**src/rtl/fes_pkg.sv**
```systemverilog
package fes_pkg;
  typedef enum logic [2:0] {
    MD_READ  = 3'd0,
    MD_WIN   = 3'd1,
    MD_ERASE = 3'd2,
    MD_SUSP  = 3'd3,
    MD_PROG  = 3'd4,
    MD_FAIL  = 3'd5
  } mode_t;

  localparam logic [7:0] C_UNLK1   = 8'hAA;
  localparam logic [7:0] C_UNLK2   = 8'h55;
  localparam logic [7:0] C_ESETUP  = 8'h80;
  localparam logic [7:0] C_PSETUP  = 8'hA0;
  localparam logic [7:0] C_CHIP    = 8'h10;
  localparam logic [7:0] C_BLKRES  = 8'h30;
  localparam logic [7:0] C_SUSPEND = 8'hB0;
  localparam logic [7:0] C_RESET   = 8'hF0;
endpackage

```
**src/rtl/fes_unlock.sv**
```systemverilog
module fes_unlock
  import fes_pkg::*;
(
  input  logic        clk,
  input  logic        rst,
  input  logic        en,
  input  logic [11:0] addr_lo,
  input  logic [7:0]  data,
  input  logic        word_mode,
  input  logic        allow_erase,
  input  logic        allow_prog,
  output logic        busy,
  output logic        ev_chip,
  output logic        ev_block,
  output logic        ev_prog
);
  typedef enum logic [2:0] {
    U_IDLE, U_C1, U_C2, U_E3, U_E4, U_E5, U_PA
  } ustate_t;

  ustate_t st_q, st_d;
  logic at_first, at_second;

  assign at_first  = addr_lo == (word_mode ? 12'h555 : 12'hAAA);
  assign at_second = addr_lo == (word_mode ? 12'h2AA : 12'h555);
  assign busy      = st_q != U_IDLE;

  always_comb begin
    st_d     = st_q;
    ev_chip  = 1'b0;
    ev_block = 1'b0;
    ev_prog  = 1'b0;
    if (en) begin
      if (st_q == U_PA) begin
        ev_prog = 1'b1;
        st_d    = U_IDLE;
      end else if (data == C_RESET) begin
        st_d = U_IDLE;
      end else begin
        st_d = U_IDLE;
        case (st_q)
          U_IDLE: if (data == C_UNLK1 && at_first)  st_d = U_C1;
          U_C1:   if (data == C_UNLK2 && at_second) st_d = U_C2;
          U_C2: begin
            if (data == C_ESETUP && at_first && allow_erase) st_d = U_E3;
            else if (data == C_PSETUP && at_first && allow_prog) st_d = U_PA;
          end
          U_E3:   if (data == C_UNLK1 && at_first)  st_d = U_E4;
          U_E4:   if (data == C_UNLK2 && at_second) st_d = U_E5;
          U_E5: begin
            if (data == C_CHIP && at_first) ev_chip = 1'b1;
            else if (data == C_BLKRES)      ev_block = 1'b1;
          end
          default: st_d = U_IDLE;
        endcase
      end
    end
  end

  always_ff @(posedge clk) begin
    if (rst) st_q <= U_IDLE;
    else     st_q <= st_d;
  end
endmodule

```
**src/rtl/fes_countdown.sv**
```systemverilog
module fes_countdown #(
  parameter int unsigned LOAD_VAL = 16
) (
  input  logic clk,
  input  logic rst,
  input  logic load,
  input  logic run,
  output logic done
);
  localparam int unsigned CW = $clog2(LOAD_VAL + 1);

  logic [CW-1:0] cnt_q;

  assign done = run && (cnt_q == CW'(1));

  always_ff @(posedge clk) begin
    if (rst)                          cnt_q <= '0;
    else if (load)                    cnt_q <= CW'(LOAD_VAL);
    else if (run && cnt_q != '0)      cnt_q <= cnt_q - CW'(1);
  end
endmodule

```
**src/rtl/flash_erase_seq.sv**
```systemverilog
module flash_erase_seq
  import fes_pkg::*;
#(
  parameter int unsigned ADDR_W   = 20,
  parameter int unsigned BLK_W    = 4,
  parameter int unsigned TMO_CYC  = 50000,
  parameter int unsigned ERS_CYC  = 100000,
  parameter int unsigned PROG_CYC = 200
) (
  input  logic                  clk,
  input  logic                  rst,
  input  logic                  wr_en,
  input  logic [ADDR_W-1:0]     wr_addr,
  input  logic [7:0]            wr_data,
  input  logic                  word_mode,
  input  logic                  pe_fail_i,
  output logic [2:0]            mode_o,
  output logic [(1<<BLK_W)-1:0] blk_sel_o
);
  localparam int unsigned NBLK = 1 << BLK_W;

  mode_t           mode_q, mode_d;
  logic [NBLK-1:0] sel_q, sel_d, blk_hot;
  logic            chip_q, chip_d, started_q, started_d;
  logic            tmo_load, ers_load, prg_load;
  logic            tmo_done, ers_done, prg_done;
  logic            unl_en, unl_busy, ev_chip, ev_block, ev_prog;
  logic [BLK_W-1:0] blk_idx;

  assign blk_idx = wr_addr[ADDR_W-1 -: BLK_W];
  assign blk_hot = NBLK'(1) << blk_idx;
  assign unl_en  = wr_en && (mode_q == MD_READ || mode_q == MD_SUSP);

  fes_unlock u_unlock (
    .clk         (clk),
    .rst         (rst),
    .en          (unl_en),
    .addr_lo     (wr_addr[11:0]),
    .data        (wr_data),
    .word_mode   (word_mode),
    .allow_erase (mode_q == MD_READ),
    .allow_prog  (mode_q == MD_SUSP),
    .busy        (unl_busy),
    .ev_chip     (ev_chip),
    .ev_block    (ev_block),
    .ev_prog     (ev_prog)
  );

  fes_countdown #(.LOAD_VAL(TMO_CYC)) u_window (
    .clk (clk), .rst (rst), .load (tmo_load),
    .run (mode_q == MD_WIN), .done (tmo_done)
  );

  fes_countdown #(.LOAD_VAL(ERS_CYC)) u_erase (
    .clk (clk), .rst (rst), .load (ers_load),
    .run (mode_q == MD_ERASE), .done (ers_done)
  );

  fes_countdown #(.LOAD_VAL(PROG_CYC)) u_prog (
    .clk (clk), .rst (rst), .load (prg_load),
    .run (mode_q == MD_PROG), .done (prg_done)
  );

  always_comb begin
    mode_d    = mode_q;
    sel_d     = sel_q;
    chip_d    = chip_q;
    started_d = started_q;
    tmo_load  = 1'b0;
    ers_load  = 1'b0;
    prg_load  = 1'b0;
    case (mode_q)
      MD_READ: begin
        if (ev_chip) begin
          mode_d    = MD_ERASE;
          sel_d     = '1;
          chip_d    = 1'b1;
          started_d = 1'b1;
          ers_load  = 1'b1;
        end else if (ev_block) begin
          mode_d    = MD_WIN;
          sel_d     = blk_hot;
          chip_d    = 1'b0;
          started_d = 1'b0;
          tmo_load  = 1'b1;
        end
      end
      MD_WIN: begin
        if (tmo_done) begin
          mode_d    = MD_ERASE;
          started_d = 1'b1;
          ers_load  = 1'b1;
        end else if (wr_en) begin
          if (wr_data == C_BLKRES) begin
            sel_d    = sel_q | blk_hot;
            tmo_load = 1'b1;
          end else if (wr_data == C_SUSPEND) begin
            mode_d = MD_SUSP;
          end else begin
            mode_d = MD_READ;
            sel_d  = '0;
          end
        end
      end
      MD_ERASE: begin
        if (ers_done) begin
          chip_d = 1'b0;
          if (pe_fail_i) begin
            mode_d = MD_FAIL;
          end else begin
            mode_d = MD_READ;
            sel_d  = '0;
          end
        end else if (wr_en && wr_data == C_SUSPEND && !chip_q) begin
          mode_d = MD_SUSP;
        end
      end
      MD_SUSP: begin
        if (ev_prog) begin
          if ((blk_hot & sel_q) == '0) begin
            mode_d   = MD_PROG;
            prg_load = 1'b1;
          end
        end else if (wr_en && !unl_busy && wr_data == C_BLKRES) begin
          mode_d = MD_ERASE;
          if (!started_q) begin
            started_d = 1'b1;
            ers_load  = 1'b1;
          end
        end
      end
      MD_PROG: begin
        if (prg_done) mode_d = MD_SUSP;
      end
      MD_FAIL: begin
        if (wr_en && wr_data == C_RESET) begin
          mode_d = MD_READ;
          sel_d  = '0;
        end
      end
      default: begin
        mode_d = MD_READ;
        sel_d  = '0;
      end
    endcase
  end

  always_ff @(posedge clk) begin
    if (rst) begin
      mode_q    <= MD_READ;
      sel_q     <= '0;
      chip_q    <= 1'b0;
      started_q <= 1'b0;
    end else begin
      mode_q    <= mode_d;
      sel_q     <= sel_d;
      chip_q    <= chip_d;
      started_q <= started_d;
    end
  end

  assign mode_o    = mode_q;
  assign blk_sel_o = sel_q;
endmodule

```
**config.mk**
```make
export PLATFORM = sky130hd
export DESIGN_NAME = flash_erase_seq
export DESIGN_NICKNAME = d
export VERILOG_FILES = /design/src/rtl/fes_pkg.sv /design/src/rtl/fes_unlock.sv /design/src/rtl/fes_countdown.sv /design/src/rtl/flash_erase_seq.sv
export SDC_FILE = /design/constraint.sdc
export NUM_CORES = 1
export LEC_CHECK = 0
export BUFFER_PORTS_ARGS = -buffer_cell sky130_fd_sc_hd__buf_4
export CORE_ASPECT_RATIO = 1.1
export CORE_MARGIN = 4
export CORE_UTILIZATION = 38
export DETAILED_ROUTE_END_ITERATION = 6
export PLACE_DENSITY_LB_ADDON = 0.25
export RECOVER_POWER = 50
export SETUP_SLACK_MARGIN = 0.15
export SYNTH_ARGS = -nofsm -noshare
export SYNTH_HDL_FRONTEND = slang
export SYNTH_HIERARCHICAL = 1
export SYNTH_SLANG_ARGS = --single-unit
```
**constraint.sdc**
```tcl
create_clock -name clk -period 4 [get_ports clk]
set_clock_uncertainty 0.1 [all_clocks]
set_input_delay 0.8 -clock clk [delete_from_list [all_inputs] [get_ports clk]]
set_output_delay 0.8 -clock clk [all_outputs]
set_load 0.02 [all_outputs]
```
Word-level counts from Yosys, hierarchy flattened:

Cells that the tools add are included.
Widths: inputs -> output; s select.

* add/subtract/negate cells: 3
* eq/ne operators: 40
* shift operators: 1
* muxes and demuxes: 77
* bitwise operators: 3
* reductions and logical operators: 42

Operators with widths (number)
* $mux 16: 11
* $pmux 16 s5: 1
* $mux 3: 19
* $eq 8x8->1 const B: 5
* $mux 17: 2
* $mux 1: 32
* $eq 12x12->1: 2
* $ne 3x3->1 const B: 7
* $logic_and 1x1->1: 19
* $ne 2x2->1 const B: 9
* $pmux 3 s6: 1
* $eq 17x1->1 const B: 1
* $reduce_bool 17->1: 1
* $sub 17x1->17 const B: 1
* $and 16x16->16: 1
* $eq 16x1->1 const B: 1
* $logic_not 16->1: 1
* $mux 8: 2
* $or 16x16->16: 1
* $reduce_and 8->1: 2
* $reduce_bool 16->1: 1
* $shl 1x4->16 const A: 1
* $sub 16x1->16 const B: 1
* $eq 3x3->1 const B: 5
* 23 further kinds: 39

* flip-flop bits (word level): 65
* input port bits: 33
* output and inout bits: 19
* logic and storage cells: 177

Depth between registers and ports, before layout:

Gate-level depths: netlist of run 1.

* word-level depth: 12
* depth in mapped cells: 14

By module:

The synthesis of run 1 kept the hierarchy.

Modules (own cells, without submodules)
* flash_erase_seq: times used 1, cells an instance 228, area an instance 1759.2 sq um, sequential area each 420.4 sq um
* fes_countdown (u_erase): times used 1, cells an instance 111, area an instance 999.7 sq um, sequential area each 340.3 sq um
* fes_countdown (u_window): times used 1, cells an instance 105, area an instance 904.6 sq um, sequential area each 320.3 sq um
* fes_unlock: times used 1, cells an instance 64, area an instance 476.7 sq um, sequential area each 60.1 sq um
* fes_countdown (u_prog): times used 1, cells an instance 52, area an instance 436.7 sq um, sequential area each 160.2 sq um

Worst setup path before layout of run 1:

OpenSTA, ideal clock, no wires.

* kind: input to register
* start point: input port wr_data[1]
* end point: register u_erase.cnt_q[1]
* library setup time: 0.130 ns
* data arrival time: 3.187 ns
* setup slack: 0.583 ns
* cell stages on the path: 11
* path buffers: 2
* cell sequence: or4_4 nor4_1 nand2b_1 a21oi_1 clkbuf_1 clkbuf_1 a22oi_1 o41ai_1 inv_1 nand2_1 a311oi_1

* word-level cells in the longest chain between the ends: 10

RTL lines
* from (decl): line flash_erase_seq.sv:14 `input logic [7:0] wr_data,`
* $eq 8x5->1: line fes_unlock.sv:51 `if (data == C_CHIP && at_first) ev_chip = 1'b1;`
* $logic_and 1x1->1: line fes_unlock.sv:51
* $mux 1: line fes_unlock.sv:51
* $mux 1: line fes_unlock.sv:41 `case (st_q)`
* $mux 1 *: line fes_unlock.sv:37 `end else if (data == C_RESET) begin`
* $mux 1 *: line fes_unlock.sv:34 `if (st_q == U_PA) begin`
* $mux 1 *: line fes_unlock.sv:33 `if (en) begin`
* net ev_chip: line flash_erase_seq.sv:27 `logic unl_en, unl_busy, ev_chip, ev_block, ev_prog;`
* $mux 1 *: line flash_erase_seq.sv:74 `if (ev_chip) begin`
* $pmux 1 s3 *: line flash_erase_seq.sv:72 `case (mode_q)`
* net ers_load: line flash_erase_seq.sv:25 `logic tmo_load, ers_load, prg_load;`
* $reduce_or 2->1 (no source line) *
* to (signal assigned): line fes_countdown.sv:18 `else if (load) cnt_q <= CW'(LOAD_VAL);`
* to (signal assigned): line fes_countdown.sv:19 `else if (run && cnt_q != '0) cnt_q <= cnt_q - CW'(1);`
* to (decl): line fes_countdown.sv:12 `logic [CW-1:0] cnt_q;`

Mark *: on every way through the listed nets, which the timed path passes. The rest lies on a longest branch.
A chain may end at the register's enable or synchronous reset.

Final worst setup path of run 1:

* start point: input port wr_data[1]
* end point: register sel_q[11], in the netlist blk_sel_o[11]

* word-level cells in the longest chain between the ends: 9

RTL lines
* $eq 8x5->1: line fes_unlock.sv:51
* $logic_and 1x1->1: line fes_unlock.sv:51
* $mux 1: line fes_unlock.sv:51
* $mux 1: line fes_unlock.sv:41
* $mux 1 *: line fes_unlock.sv:37
* $mux 1 *: line fes_unlock.sv:34
* $mux 1 *: line fes_unlock.sv:33
* net ev_chip: line flash_erase_seq.sv:27
* $ne 3x3->1 (no source line) or $mux 16 (tied branches)
* $reduce_and 8->1 (no source line) or $pmux 16 s5 (tied branches)
* to (signal assigned): line flash_erase_seq.sv:156 `sel_q <= sel_d;`
* to (decl): line flash_erase_seq.sv:23 `logic [NBLK-1:0] sel_q, sel_d, blk_hot;`

Mark *: on every way through the listed nets, which the timed path passes. The rest lies on a longest branch. The select of a mux whose other input is x is not followed.

==> impl_metrics.py, run 1 <==
metrics = {
    "run_status": {
        "run_status": "completed",
    },
    "route": {
        "routed_wl_um": 12100,
        "number_of_design_rule_violations_left_after_detail_routing": 0,
        "wire_per_inst_um": 16.1,
        "first_pass_iters": 5,
        "drt_iter0_drc": 383,
        "detailroute.via_count": 4516,
        "detail_route.vias_per_cell": 6.02,
        "ant_nets": 0,
    },
    "timing": {
        "timing.max_slew.rel_slack": 0.499,
        "timing_hold_violations_final": 0,
        "clock.fmax_mhz": 296,
        "final_min_period_over_clock_period": 0.844,
        "worst-slew-pin-transition_ps": 751,
        "timing.final.crit_period_ps": 3380,
        "finalSetupTns_ps": 0,
        "grt_setup_unrepaired": "no",
        "final-setup-viol-count": 0,
        "drv_slew": 0,
    },
    "synthesis": {
        "sequential_element_share_of_the_synthesized_area": 0.284,
        "synth_seq_cells": 65,
        "syn_area_per_cell_um2": 8.17,
        "mappedNetlistArea_mm2": 0.00458,
        "mappedNetlistNets": 600,
        "synth-warning-count": 6,
        "postSynth.asyncResetShare": 0,
        "synth_edf_count": 0,
        "synth_cells": 560,
        "synth_cell_types": 80,
        "synthFlopType": "sky130_fd_sc_hd__dfxtp_1",
    },
    "clock_tree": {
        "clk-insertion-delay-late_ps": 340,
        "postCtsSetupBuffers": 0,
        "cts_inserted_buffers": 9,
        "clockBufferDepth": 2,
        "cts.hold.buffers_added": 0,
        "htree_levels": 3,
        "clkTransAtPathRegs_ps": 50,
        "cts.root.buffer_cell": "sky130_fd_sc_hd__clkbuf_16",
        "tritoncts": "yes",
        "clock_sinks": 65,
        "count_of_instances_resized_after_the_clock_tree_is_built": 0,
    },
    "pwr": {
        "internal_mw": 1.96,
        "power.net_switching_mw": 1.53,
        "p_sw_frac": 0.439,
        "vdd.ir_drop.worst_v": 0.000619,
        "seq_power_share": 0.272,
        "power_frac_clock": 0.221,
        "power_density_mw_per_mm2": 668,
        "cellLeakagePower_nw": 1.80,
        "comb_power_share": 0.507,
    },
    "critical_path": {
        "path_delay_family": "simple AND/OR/NAND/NOR gates",
        "critical_path_peak_fanout": 32,
        "path_buf_inv": 2,
        "cell_type_of_the_slowest_stage_on_the_worst_timing_path": "sky130_fd_sc_hd__or4_1",
        "slowest_delay_ps": 600,
        "worstPathArrival_ps": 3470,
        "worst_setup_path_end_kind": "flop",
        "critical_path_class": "in -> reg",
        "crit_chain": "clkbuf_1 > or4_1 > nor4_1 > nand2b_1 > a21oi_1 > nor3_1 > a31oi_4 > and3_1 > buf_4 > o221a_2 > nor3_2",
        "cp_data_required_time_ps": 4100,
        "critical_path_source_type": "primary input",
    },
    "finish": {
        "layout.cells.most_common_list": "65 x sky130_fd_sc_hd__dfxtp_1, 58 x sky130_fd_sc_hd__a21oi_1, 43 x sky130_fd_sc_hd__nor2_1",
        "area.growth.synth_to_final_pct": 14.2,
        "finalNetCount": 637,
        "layout-drive-gt1-share": 0.198,
        "finalCoreUtilization": 0.449,
        "antenna-diode-count": 0,
        "layout_commonest_cell": "sky130_fd_sc_hd__dfxtp_1",
    },
    "global_routing": {
        "grt_pass1_vias": 4392,
        "antenna_found_initial": 0,
        "grt_start_max_net_pins": 50,
        "grt.total_usage": 0.176,
        "globalRouteOverflowTotal": 0,
        "grt_first_pass_wirelength_um": 20200,
    },
    "floorplan": {
        "start_util": 0.393,
        "placeableCoreArea_mm2": 0.0116,
        "io-pin-count": 52,
        "floorplan.die.width_um": 113,
        "die_height_um": 123,
        "die_area_mm2": 0.0139,
        "placement_rows": 41,
    },
    "flow_run": {
        "drv_cap": 0,
    },
    "hold_path": {
        "hold_path_class": "reg -> reg",
    },
    "place": {
        "portBuffers": 47,
        "detailedPlacementHpwl_um": 8670,
        "gp_congestion": 0.856,
    },
}
## metrics by stage
step	hold slack, ps	power, mW	cell area [µm²]	worst slack (ps)	cells
after global routing	416	3.76	5230	304	750
after global placement	368	2.71	5020	360	736
after floorplan	351	2.34	4580	583	560
after detailed placement	379	2.78	5020	336	736
final	389	3.50	5230	624	750
after CTS	392	3.56	5310	682	750
## synthesized netlist by cell type, drive strengths merged, types with 3 or more instances
cell | n | area [µm²]
buf | 10 | 80.1
nand2b | 8 | 57.6
a211oi | 3 | 22.5
ha | 7 | 87.6
and4 | 5 | 46.3
and3 | 6 | 38.8
or3 | 22 | 151
a31oi | 17 | 121
nand3 | 15 | 80.1
and2 | 4 | 25.0
a21oi | 58 | 290
inv | 26 | 97.6
nor4b | 5 | 50.0
nand3b | 6 | 45.0
or3b | 3 | 26.3
nand4 | 8 | 50.1
o221a | 16 | 180
a311oi | 3 | 26.3
o31a | 4 | 36.3
mux2 | 4 | 45.0
o311ai | 4 | 35.0
mux2i | 4 | 40.0
o21ai | 21 | 105
nor2 | 43 | 161
or2 | 5 | 31.3
or4 | 16 | 131
nor2b | 8 | 50.1
a21o | 3 | 23.8
nor3 | 29 | 230
a22oi | 4 | 30.0
nand2 | 36 | 135
nor3b | 11 | 104
o41ai | 5 | 43.8
nor4 | 15 | 145
clkbuf | 18 | 67.6
dfxtp | 65 | 1300
a221oi | 4 | 35.0
o31ai | 11 | 82.6
## registers in the layout (all words and copies together) (netlist names)
name	count
blk_sel_o	16
chip_q	1
mode_o	3
started_q	1
u_erase/cnt_q	17
u_prog/cnt_q	8
u_unlock/st_q	3
u_window/cnt_q	16
## final cells by class
cell class / instances / area [µm²]
fillers: 1150 / 6420
flip-flops and latches: 65 / 1300
clock inverters: 3 / 42.5
inverters: 26 / 97.6
repair buffers: 54 / 330
multi-input cells: 441 / 3030
well taps: 150 / 188
clock buffers: 11 / 243
## routing by layer
| metal | vias up | wire, µm | global-route usage | share of wire |
|---|---|---|---|---|
| li1 | 2241 | - | - | - |
| met1 | 2144 | 5590 | 0.213 | 0.46 |
| met2 | 109 | 5720 | 0.300 | 0.47 |
| met3 | 22 | 483 | 0.0294 | 0.040 |
| met4 | 0 | 263 | 0.0917 | 0.022 |
| met5 | - | 0 | 0 | 0 |
## power by group through the flow
stage / clock, mW / combinational (mW) / sequential, mW
2_1_floorplan: 0 / 1.33 / 1.01
3_3_place_gp: 0 / 1.76 / 0.951
3_5_place_dp: 0 / 1.81 / 0.963
4_1_cts: 0.792 / 1.82 / 0.950
5_1_grt: 0.822 / 1.97 / 0.976
6_report: 0.774 / 1.77 / 0.951
## tightest hold or removal path: cells and delay by family (launching register included)
| family | cells | cell delay, ps |
|---|---|---|
| DFF | 1 | 310 |
| AOI/OAI and AO/OA | 2 | 130 |
## cell families after synthesis
| kind of cell | Yosys count | synth area share |
|---|---|---|
| flops | 65 | 0.284 |
| fa+ha+maj | 7 | 0.0191 |
| compound gates | 170 | 0.261 |
| simple gates | 253 | 0.358 |
| buf+inv | 54 | 0.0536 |
| xor+xnor | 3 | 0.00574 |
| mux | 8 | 0.0186 |
## worst paths after layout
path,start,to,slack [ps],depth (start not counted)
worst max-delay path,wr_data[1],blk_sel_o[11]$_SDFFE_PP0P_,620,11
worst min-delay path,u_prog/cnt_q[5]$_SDFFE_PP0P_,u_prog/cnt_q[5]$_SDFFE_PP0P_,390,2
worst max register to register,mode_o[0]$_SDFFE_PP0P_,blk_sel_o[11]$_SDFFE_PP0P_,760,13
worst min register to register,u_prog/cnt_q[5]$_SDFFE_PP0P_,u_prog/cnt_q[5]$_SDFFE_PP0P_,390,2
No activity file was read; power rests on OpenSTA's default activity.
==> run 2: changes to the inputs <==
- ABC_AREA: unset -> 1
- clock period: 4 -> 2.92 ns (I/O delays scaled with it)
==> run 2 against run 1 <==
Compared with the run above: die area rose by 8.8%; setup slack got worse by 310 ps; sequential power rose by 45%; critical path depth rose by 3; wire length fell by 1.2%; synthesized area rose by 9.5%; hold slack got worse by 30 ps; core utilization rose by 0.65 points; sequential share of layout area fell by 2.5 points; count of clock-buffer cells in the layout rose by 2.
==> impl_metrics.py, run 2 <==
metrics = {
    "clock_tree": {
        "cts.hold.buffers_added": 0,
        "tritoncts": "yes",
        "clock_sinks": 65,
        "cts_inserted_buffers": 9,
        "clockBufferDepth": 2,
        "htree_levels": 3,
        "clkTransAtPathRegs_ps": 50,
        "cts.root.buffer_cell": "sky130_fd_sc_hd__clkbuf_16",
        "clk-insertion-delay-late_ps": 340,
    },
    "critical_path": {
        "critical_path_class": "reg -> reg",
        "cp_data_required_time_ps": 3060,
        "critical_path_source_type": "flop",
        "critical_path.startpoint": "mode_o[0]$_SDFFE_PP0P_",
        "regToRegStartpoint": "mode_o[0]$_SDFFE_PP0P_",
        "rrSetupSlack_ps": 320,
        "critical_path_peak_fanout": 8,
        "worst_setup_path_end_kind": "flop",
        "worstPathArrival_ps": 2740,
    },
    "floorplan": {
        "die_height_um": 128,
        "io-pin-count": 52,
        "placeableCoreArea_mm2": 0.0128,
        "placement_rows": 43,
        "start_util": 0.393,
        "die_area_mm2": 0.0151,
        "floorplan.die.width_um": 117,
    },
    "global_routing": {
        "grt_pass1_vias": 4631,
        "use_met2": 0.277,
        "grt_first_pass_wirelength_um": 20600,
        "grtUsageMet3": 0.0295,
        "globalRouteOverflowTotal": 0,
        "global_route.usage.met1": 0.202,
        "antenna_found_initial": 0,
        "grt.total_usage": 0.162,
        "peak_usage_layer_in_the_global_routing_report": "met2",
        "grt_start_max_net_pins": 26,
    },
    "pwr": {
        "p_sw_frac": 0.488,
        "vdd.ir_drop.worst_v": 0.000360,
        "cellLeakagePower_nw": 2.76,
        "power_frac_clock": 0.185,
        "power_density_mw_per_mm2": 997,
        "seq_power_share": 0.238,
        "internal_mw": 2.97,
        "comb_power_share": 0.576,
        "power.net_switching_mw": 2.83,
    },
    "timing": {
        "timing_hold_violations_final": 0,
        "timing.max_slew.rel_slack": 0.636,
        "worst-slew-pin-transition_ps": 545,
        "final-setup-viol-count": 0,
        "postLayoutSetupSlackWorst_ps": 317,
        "final_min_period_over_clock_period": 0.892,
        "drv_slew": 0,
        "timing.final.crit_period_ps": 2600,
        "grt_setup_unrepaired": "no",
        "clock.fmax_mhz": 384,
        "finalSetupTns_ps": 0,
    },
    "finish": {
        "layout_commonest_cell": "sky130_fd_sc_hd__nand2_1",
        "finalNetCount": 916,
        "max_flop_register": "u_erase/cnt_q",
        "final_cells": 1038,
        "sequential_cell_area_mm2": 0.00130,
        "finalCoreUtilization": 0.456,
        "finish.instance_area_mm2": 0.00581,
        "area.growth.synth_to_final_pct": 15.9,
        "multi_input_area_mm2": 0.00317,
        "layout.cells.most_common_list": "169 x sky130_fd_sc_hd__nand2_1, 135 x sky130_fd_sc_hd__nor2_1, 102 x sky130_fd_sc_hd__inv_1",
        "fill_cells": 1347,
        "largest_reg_flops": 17,
        "layout-drive-gt1-share": 0.165,
        "antenna-diode-count": 0,
    },
    "route": {
        "detail_route.vias_per_cell": 4.86,
        "wire_per_inst_um": 11.5,
        "ant_nets": 0,
        "number_of_design_rule_violations_left_after_detail_routing": 0,
        "drt_iter0_drc": 285,
        "detailroute.via_count": 5048,
        "routed_wl_um": 11900,
        "first_pass_iters": 4,
    },
    "synthesis": {
        "postSynth.asyncResetShare": 0,
        "mappedNetlistArea_mm2": 0.00501,
        "synth_seq_cells": 65,
        "post-synth-top-area-cell": "sky130_fd_sc_hd__dfxtp_1",
        "sequential_element_share_of_the_synthesized_area": 0.260,
        "mappedNetlistNets": 857,
        "synth_top_area_frac": 0.260,
        "post_synth_top_cells": "169 x sky130_fd_sc_hd__nand2_1, 136 x sky130_fd_sc_hd__nor2_1, 102 x sky130_fd_sc_hd__inv_1",
        "yosys.cell_count.top_type": "sky130_fd_sc_hd__nand2_1",
        "syn_area_per_cell_um2": 6.13,
        "synthFlopType": "sky130_fd_sc_hd__dfxtp_1",
        "synth_cell_types": 46,
        "synth_edf_count": 0,
        "synth-warning-count": 6,
        "top_area_cells_in_the_synthesized_netlist": "sky130_fd_sc_hd__dfxtp_1 26%, sky130_fd_sc_hd__nand2_1 13%, sky130_fd_sc_hd__nor2_1 10%",
        "synth_cells": 817,
    },
    "flow_run": {
        "drv_cap": 0,
    },
    "hold_path": {
        "hold_path_class": "reg -> reg",
        "worst_hold_launch": "u_erase/cnt_q[16]$_SDFFE_PP0P_",
    },
    "place": {
        "portBuffers": 47,
        "placed_cells_incl_taps": 1020,
        "gp_congestion": 0.823,
        "detailedPlacementHpwl_um": 8930,
        "place_area_mm2": 0.00555,
        "dp_worst_setup_slack_ps": -8.87,
    },
    "run_status": {
        "run_status": "completed",
    },
}
run 2: cell count changes after synthesis, moves of 24 or more:
cell,change
sky130_fd_sc_hd__nand2_1,+133
sky130_fd_sc_hd__nor2_1,+93
sky130_fd_sc_hd__inv_1,+76
sky130_fd_sc_hd__nand3_1,+58
sky130_fd_sc_hd__nor2_2,+24
run 2: final timing paths:
path | cells after the start | endpoint
worst max-delay path | 14 | u_erase/cnt_q[7]$_SDFFE_PP0P_
worst min-delay path | 2 | u_erase/cnt_q[16]$_SDFFE_PP0P_
worst max register to register | 14 | u_erase/cnt_q[7]$_SDFFE_PP0P_
worst min register to register | 2 | u_erase/cnt_q[16]$_SDFFE_PP0P_
run 2: cell type report:
cell class	instances	area share
Multi-Input combinational cell	619	0.546
Sequential cell	65	0.224
Inverter	117	0.0760
Timing Repair Buffer	64	0.0698
Clock buffer	13	0.0431
Tap cell	157	0.0338
Clock inverter	3	0.00689
run 2: critical path, cell delays in order (launching register included):
cell and delay (ps):
sky130_fd_sc_hd__dfxtp_1 350, sky130_fd_sc_hd__clkbuf_1 270, sky130_fd_sc_hd__nor2_1 120, sky130_fd_sc_hd__inv_1 100
sky130_fd_sc_hd__a21oi_2 70, sky130_fd_sc_hd__inv_1 110, sky130_fd_sc_hd__clkbuf_1 210, sky130_fd_sc_hd__nor3_1 130
sky130_fd_sc_hd__o41ai_2 440, sky130_fd_sc_hd__clkinv_1 200, sky130_fd_sc_hd__buf_6 170, sky130_fd_sc_hd__nand3_1 70
sky130_fd_sc_hd__nand3_1 70, sky130_fd_sc_hd__nand2_1 60, sky130_fd_sc_hd__inv_1 30
run 2: kinds of logic (layout without fill, tap and decap cells):
group,after synthesis,after routing,share of synthesized area
AND/OR/NAND/NOR,488,488,0.466
buffers and inverters,133,197,0.114
AO/OA/AOI/OAI,115,115,0.127
flip-flops,65,65,0.260
XOR/XNOR,9,9,0.0157
adder cells (fa/ha/maj),7,7,0.0175
run 2: power by group through the flow:
stage          registers, mW  logic [mW]  clock network, mW
6_report                1.38        3.34               1.07
5_1_grt                 1.41        3.80               1.15
4_1_cts                 1.38        3.43               1.12
3_5_place_dp            1.40        3.41                  0
3_3_place_gp            1.40        3.39                  0
2_1_floorplan           1.50        2.61                  0
run 2: routing by layer:
metal  vias up  wire [µm]
li1       2747          -
met1      2222       5710
met2        66       5630
met3        13        370
met4         0        199
met5         -          0
run 2: stage by stage:
stage / hold WS (ps) / power, mW
global placement: 350 / 4.78
detailed placement: 351 / 4.81
finish: 360 / 5.79
floorplan: 333 / 4.11
CTS: 360 / 5.93
global route: 409 / 6.37
run 2: timing repair:
item / in CTS / in global routing
gates cloned: 0 / 0
pin swaps: 0 / 1
buffers inserted: 0 / 2
gates resized for setup: 1 / 8
setup endpoints to repair: 7 / 54
